## src/rtl/quad_conv_pkg.sv

```systemverilog
`timescale 1ns/1ps
package quad_conv_pkg;

   // Adder arrangement inside one window lane
   typedef enum logic {
      TREE_CHAIN    = 1'b0,
      TREE_BALANCED = 1'b1
   } tree_e;

   // Left shift applied to the anti-diagonal taps (weight two)
   localparam int ANTI_DIAG_SHIFT = 1;

   // Lane index that carries the window straddling two words
   function automatic int seam_lane(input int lanes);
      return lanes - 1;
   endfunction

endpackage

```

## src/rtl/qc_window_sum.sv

```systemverilog
`timescale 1ns/1ps
module qc_window_sum
   import quad_conv_pkg::*;
#(
   parameter int    PIX_W = 8,
   parameter tree_e TREE  = TREE_BALANCED
) (
   input  logic [PIX_W-1:0] tl_i,
   input  logic [PIX_W-1:0] tr_i,
   input  logic [PIX_W-1:0] bl_i,
   input  logic [PIX_W-1:0] br_i,
   output logic [PIX_W-1:0] res_o
);

   if (PIX_W < 1) begin : g_bad_width
      $error("qc_window_sum: PIX_W must be at least 1");
   end

   // Only the low PIX_W bits of the sum are kept, so every adder is
   // PIX_W wide; the carries above that would be discarded anyway.
   if (TREE == TREE_BALANCED) begin : g_balanced
      logic [PIX_W-1:0] diag_sum;
      logic [PIX_W-1:0] anti_sum;
      always_comb begin
         diag_sum = tl_i + br_i;
         anti_sum = tr_i + bl_i;
         res_o    = diag_sum + (anti_sum << ANTI_DIAG_SHIFT);
      end
   end else begin : g_chain
      logic [PIX_W-1:0] acc_a;
      logic [PIX_W-1:0] acc_b;
      always_comb begin
         acc_a = tl_i + (tr_i << ANTI_DIAG_SHIFT);
         acc_b = acc_a + (bl_i << ANTI_DIAG_SHIFT);
         res_o = acc_b + br_i;
      end
   end

endmodule

```

## src/rtl/qc_seam_carry.sv

```systemverilog
`timescale 1ns/1ps
module qc_seam_carry #(
   parameter int PIX_W     = 8,
   parameter bit SEAM_EN   = 1'b1
) (
   input  logic             clk,
   input  logic             rst_n,
   input  logic             accept_i,
   input  logic             sor_i,
   input  logic [PIX_W-1:0] up_last_i,
   input  logic [PIX_W-1:0] lo_last_i,
   output logic [PIX_W-1:0] prev_up_o,
   output logic [PIX_W-1:0] prev_lo_o,
   output logic             seam_ok_o
);

   if (SEAM_EN) begin : g_carry
      logic [PIX_W-1:0] held_up;
      logic [PIX_W-1:0] held_lo;
      logic             held_ok;

      always_ff @(posedge clk or negedge rst_n) begin
         if (!rst_n) begin
            held_up <= '0;
            held_lo <= '0;
            held_ok <= 1'b0;
         end else if (accept_i) begin
            held_up <= up_last_i;
            held_lo <= lo_last_i;
            held_ok <= 1'b1;
         end
      end

      assign prev_up_o = held_up;
      assign prev_lo_o = held_lo;
      assign seam_ok_o = held_ok && !sor_i;
   end else begin : g_no_carry
      logic unused_in;
      assign unused_in = ^{clk, rst_n, accept_i, sor_i, up_last_i, lo_last_i};
      assign prev_up_o = '0;
      assign prev_lo_o = '0;
      assign seam_ok_o = 1'b0;
   end

endmodule

```

## src/rtl/qc_stage_reg.sv

```systemverilog
`timescale 1ns/1ps
module qc_stage_reg #(
   parameter int W = 8
) (
   input  logic         clk,
   input  logic         rst_n,
   input  logic         en_i,
   input  logic         valid_i,
   input  logic [W-1:0] data_i,
   output logic         valid_o,
   output logic [W-1:0] data_o
);

   if (W < 1) begin : g_bad_width
      $error("qc_stage_reg: W must be at least 1");
   end

   always_ff @(posedge clk or negedge rst_n) begin
      if (!rst_n) begin
         valid_o <= 1'b0;
         data_o  <= '0;
      end else if (en_i) begin
         valid_o <= valid_i;
         data_o  <= data_i;
      end
   end

endmodule

```

## src/rtl/quad_conv_engine.sv

```systemverilog
`timescale 1ns/1ps
module quad_conv_engine
   import quad_conv_pkg::*;
#(
   parameter int    PIX_W   = 8,
   parameter int    LANES   = 8,
   parameter bit    SEAM_EN = 1'b1,
   parameter tree_e TREE    = TREE_BALANCED
) (
   input  logic                   clk,
   input  logic                   rst_n,
   input  logic                   in_valid,
   output logic                   in_ready,
   input  logic                   in_sor,
   input  logic [PIX_W*LANES-1:0] in_upper,
   input  logic [PIX_W*LANES-1:0] in_lower,
   output logic                   out_valid,
   input  logic                   out_ready,
   output logic [PIX_W*LANES-1:0] out_data,
   output logic [LANES-1:0]       out_lane_vld
);

   localparam int WORD_W = PIX_W * LANES;
   localparam int SEAM   = seam_lane(LANES);
   localparam int S1_W   = 2 * WORD_W + 2 * PIX_W + 1;
   localparam int S2_W   = WORD_W + LANES;

   if (PIX_W < 2) begin : g_bad_pix
      $error("quad_conv_engine: PIX_W must be at least 2");
   end
   if (LANES < 2) begin : g_bad_lanes
      $error("quad_conv_engine: LANES must be at least 2");
   end

   // ---------------- flow control ----------------
   logic advance;
   logic accept;
   logic s2_valid;

   assign advance  = !s2_valid || out_ready;
   assign accept   = in_valid && advance;
   assign in_ready = advance;

   // ---------------- column carry ----------------
   logic [PIX_W-1:0] prev_up;
   logic [PIX_W-1:0] prev_lo;
   logic             seam_ok;

   qc_seam_carry #(
      .PIX_W   (PIX_W),
      .SEAM_EN (SEAM_EN)
   ) u_carry (
      .clk       (clk),
      .rst_n     (rst_n),
      .accept_i  (accept),
      .sor_i     (in_sor),
      .up_last_i (in_upper[WORD_W-1 -: PIX_W]),
      .lo_last_i (in_lower[WORD_W-1 -: PIX_W]),
      .prev_up_o (prev_up),
      .prev_lo_o (prev_lo),
      .seam_ok_o (seam_ok)
   );

   // ---------------- stage 1: input capture ----------------
   logic [S1_W-1:0] s1_d;
   logic [S1_W-1:0] s1_q;
   logic            s1_valid;

   assign s1_d = {seam_ok, prev_lo, prev_up, in_lower, in_upper};

   qc_stage_reg #(.W(S1_W)) u_stage_in (
      .clk     (clk),
      .rst_n   (rst_n),
      .en_i    (advance),
      .valid_i (in_valid),
      .data_i  (s1_d),
      .valid_o (s1_valid),
      .data_o  (s1_q)
   );

   logic [WORD_W-1:0] s1_up;
   logic [WORD_W-1:0] s1_lo;
   logic [PIX_W-1:0]  s1_pup;
   logic [PIX_W-1:0]  s1_plo;
   logic              s1_seam;

   assign s1_up   = s1_q[WORD_W-1:0];
   assign s1_lo   = s1_q[2*WORD_W-1:WORD_W];
   assign s1_pup  = s1_q[2*WORD_W +: PIX_W];
   assign s1_plo  = s1_q[2*WORD_W+PIX_W +: PIX_W];
   assign s1_seam = s1_q[S1_W-1];

   // ---------------- window adders ----------------
   logic [WORD_W-1:0] lane_res;

   for (genvar k = 0; k < LANES - 1; k++) begin : g_lane
      qc_window_sum #(
         .PIX_W (PIX_W),
         .TREE  (TREE)
      ) u_win (
         .tl_i  (s1_up[k*PIX_W +: PIX_W]),
         .tr_i  (s1_up[(k+1)*PIX_W +: PIX_W]),
         .bl_i  (s1_lo[k*PIX_W +: PIX_W]),
         .br_i  (s1_lo[(k+1)*PIX_W +: PIX_W]),
         .res_o (lane_res[k*PIX_W +: PIX_W])
      );
   end

   if (SEAM_EN) begin : g_seam
      qc_window_sum #(
         .PIX_W (PIX_W),
         .TREE  (TREE)
      ) u_seam_win (
         .tl_i  (s1_pup),
         .tr_i  (s1_up[0 +: PIX_W]),
         .bl_i  (s1_plo),
         .br_i  (s1_lo[0 +: PIX_W]),
         .res_o (lane_res[SEAM*PIX_W +: PIX_W])
      );
   end else begin : g_no_seam
      logic unused_prev;
      assign unused_prev = ^{s1_pup, s1_plo};
      assign lane_res[SEAM*PIX_W +: PIX_W] = '0;
   end

   // ---------------- stage 2: result register ----------------
   logic [LANES-1:0] s2_mask_d;
   logic [S2_W-1:0]  s2_d;
   logic [S2_W-1:0]  s2_q;

   always_comb begin
      if (s1_valid) begin
         s2_mask_d       = '1;
         s2_mask_d[SEAM] = s1_seam;
      end else begin
         s2_mask_d = '0;
      end
   end

   assign s2_d = {s2_mask_d, lane_res};

   qc_stage_reg #(.W(S2_W)) u_stage_out (
      .clk     (clk),
      .rst_n   (rst_n),
      .en_i    (advance),
      .valid_i (s1_valid),
      .data_i  (s2_d),
      .valid_o (s2_valid),
      .data_o  (s2_q)
   );

   assign out_valid    = s2_valid;
   assign out_data     = s2_q[WORD_W-1:0];
   assign out_lane_vld = s2_q[S2_W-1:WORD_W];

endmodule

```

## config.mk

```make
export PLATFORM = sky130hd
export DESIGN_NAME = quad_conv_engine
export DESIGN_NICKNAME = d
export VERILOG_FILES = /design/src/rtl/quad_conv_pkg.sv /design/src/rtl/qc_window_sum.sv /design/src/rtl/qc_seam_carry.sv /design/src/rtl/qc_stage_reg.sv /design/src/rtl/quad_conv_engine.sv
export SDC_FILE = /design/constraint.sdc
export NUM_CORES = 1
export LEC_CHECK = 0
export ABC_AREA = 1
export BUFFER_PORTS_ARGS = -buffer_cell sky130_fd_sc_hd__buf_2
export CORE_MARGIN = 2
export CORE_UTILIZATION = 35
export DETAILED_ROUTE_END_ITERATION = 10
export SLEW_MARGIN = 20
export SYNTH_ARGS = -nofsm -noshare
export SYNTH_HDL_FRONTEND = slang
export SYNTH_HIERARCHICAL = 1
export SYNTH_SLANG_ARGS = --single-unit
```

## constraint.sdc

```tcl
create_clock -name clk -period 5.1 [get_ports clk]
set_input_delay 0.51 -clock clk [delete_from_list [all_inputs] [get_ports clk]]
set_output_delay 0.51 -clock clk [all_outputs]
set_load 0.005 [all_outputs]
```

==> impl_metrics.toml <==
[power]
cell_internal_pwr_uw = 6040
comb_power_share = 0.538
power.density_mw_per_mm2 = 624
sequentialPowerShare = 0.266
total_switching_power_uw = 4520
switching_share = 0.428
p_clk_frac = 0.196
worst_ir_drop_vdd_v = 0.000294
static-leakage-power_uw = 0.00936

[clock_tree]
htree_num_levels = 1
postCtsHoldBufs = 0
post_cts_setup_buffer_count = 0
clock_transition_at_the_registers_of_the_reported_paths_ns = 0.05
cts_tree = "built"
cts-root-buf = "clkbuf_16"
clock_buffer_count_from_cts = 29
cts_sinks = 233
clk-insertion-delay-late_ns = 0.56
ctsLongestPathBuffers = 3
cts-resized-gates = 0

[sta]
finalMaxSlewViolations = 0
finalWorstSetupSlack_ns = 1.97
tcrit_tclk_final = 0.614
final_period_minus_worst_setup_slack_ns = 3.13
max_clock_freq_mhz = 320
hold_slack_ns = -0.0441
finalHoldViolations = 8
final.setup_skew_ns = 0.00924
maxSlewHeadroom = 0.287
tightestPinTransition_ns = 1.07
grt_setup_unrepaired = "false"
setup_tns_ns = 0
setup_violations = 0

[worst_setup_path]
crit_path_top_delay_cell = "dfrtp_1"
critical_path_arrival_ns = 3.62
timing.critical_path.required_ns = 5.59
cp.buffers_inverters = 2
delay_contributed_by_the_slowest_stage_of_the_critical_path_ns = 0.47
cpLargestDelayFamily = "adder cells"
end_kind = "flip-flop"
cpMostUsedCell = "nand2_1"
timing.critical_path.from_type = "flip-flop"
register_to_register_setup_slack_ns = 1.97
crit_path_max_fo = 4
path_cells = "ha_1 > inv_1 > fa_1 > nor2_1 > nor2_1 > xnor2_1 > fa_1 > ha_1 > nand2_1 > o21ai_1 > nor2_4 > inv_1 > nand3_1 > nand2_1 > nand2_1 > nand2_1"
timing.setup.critical_path_class = "reg -> reg"

[floorplanning]
placementRows = 75
die_height_um = 209
die_w_um = 209
fp.dieArea_mm2 = 0.0437
initial_util = 0.353
io-pin-count = 207
area_of_the_placeable_core_mm2 = 0.0417

[yosys]
synthesis.nets = 2060
syn-mean-instance-area_um2 = 8.36
syn_inst = 1759
yosysWarningCount = 6
syn-cell-area_mm2 = 0.0147

[grt]
grt_start_max_net_pins = 122
global_route_wire_length_before_repair_mm = 63.2
grt_pass1_vias = 11858
antenna_found_initial = 0
overflow = 0
grt_usage = 0.182

[place]
dp_slack_ns = 1.97
port_buffer_count = 206
place_hpwl_mm = 29.7
gp_routability_congestion = 0.875
placedInstanceArea_mm2 = 0.0160

[run_status]
violated_checks = "hold timing"
status = "complete, but fails checks"

[drt]
detail-route-antenna-nets = 0
detail_route.wl_per_cell_um = 15.5
finalWirelength_mm = 39.1
via_count = 11642
post-route-drc-count = 0
drt-initial-drc-count = 757
detail_route.first_pass.iterations = 5
vias_per_cell = 4.63

[cells_and_area]
post_route_cells_drive_above_1_share = 0.156
utilization = 0.406
antenna_cells_inserted = 0
area_delta_synth_final_pct = 15.1
final_nets = 2253
final_design_area_no_fill_mm2 = 0.0169

[hold_path]
hold_class = "in -> async"

[run]
max_cap_violation_count = 0
[metal layers]
layer	routed length, um	share of wire	GRT usage	up-vias
met1	18200	0.47	0.253	5445
met5	0	0	0	-
met4	821	0.021	0.0478	0
li1	-	-	-	5857
met2	17700	0.45	0.294	280
met3	2250	0.058	0.0316	60
[sequential cells by signal, summed over array words and instances, names as in the netlist]
signal                   count
u_stage_in/data_o          143
u_stage_out/data_o          72
u_carry/prev_up_o            8
u_carry/prev_lo_o            7
u_carry/g_carry.held_ok      1
u_stage_in/valid_o           1
u_stage_out/valid_o          1
[path summary, 6_finish.rpt]
kind,endpoint,cells past startpoint,start
setup / recovery,u_stage_out/data_o[39],16,u_stage_in/data_o[40]
hold / removal,u_stage_out/data_o[18],1,rst_n
setup reg to reg,u_stage_out/data_o[39],16,u_stage_in/data_o[40]
hold reg to reg,u_carry/g_carry.held_ok,2,u_carry/g_carry.held_ok
max in group asynchronous,u_stage_out/data_o[68],2,rst_n
min in group clk,u_stage_in/data_o[47],3,in_upper[47]
[stage by stage]
step / std cells / power [uW]
3_3_place_gp: 2460 / 8460
4_1_cts: 2513 / 10700
6_report: 2513 / 10600
5_1_grt: 2513 / 11700
3_5_place_dp: 2460 / 8560
2_1_floorplan: 1759 / 7140
[cell usage in the layout (no fill, tap or decap), types with 25 or more instances in the layout]
| master | count |
|---|---|
| inv_1 | 142 |
| ha_1 | 104 |
| nand3_1 | 48 |
| clkbuf_16 | 29 |
| nand2_1 | 862 |
| buf_2 | 205 |
| xnor2_1 | 48 |
| dfrtp_1 | 233 |
| a21oi_1 | 40 |
| nor2_1 | 25 |
| fa_1 | 64 |
[layout make-up]
class / instances / area, um^2
Sequential cell: 233 / 5830
Clock buffer: 43 / 858
Fill cell: 4296 / 24700
Tap cell: 539 / 674
Inverter: 151 / 577
Timing Repair Buffer: 212 / 1100
Multi-Input combinational cell: 1325 / 7780
Clock inverter: 10 / 109
[power by group through the flow]
stage | sequential [uW] | clock (uW) | combinational (uW)
after floorplan | 2730 | 0 | 4410
after global placement | 2850 | 0 | 5610
after detailed placement | 2850 | 0 | 5710
after CTS | 2830 | 2140 | 5750
after global routing | 2890 | 2220 | 6580
final | 2810 | 2070 | 5680
Note: power is estimated with default switching activity, not from simulation.
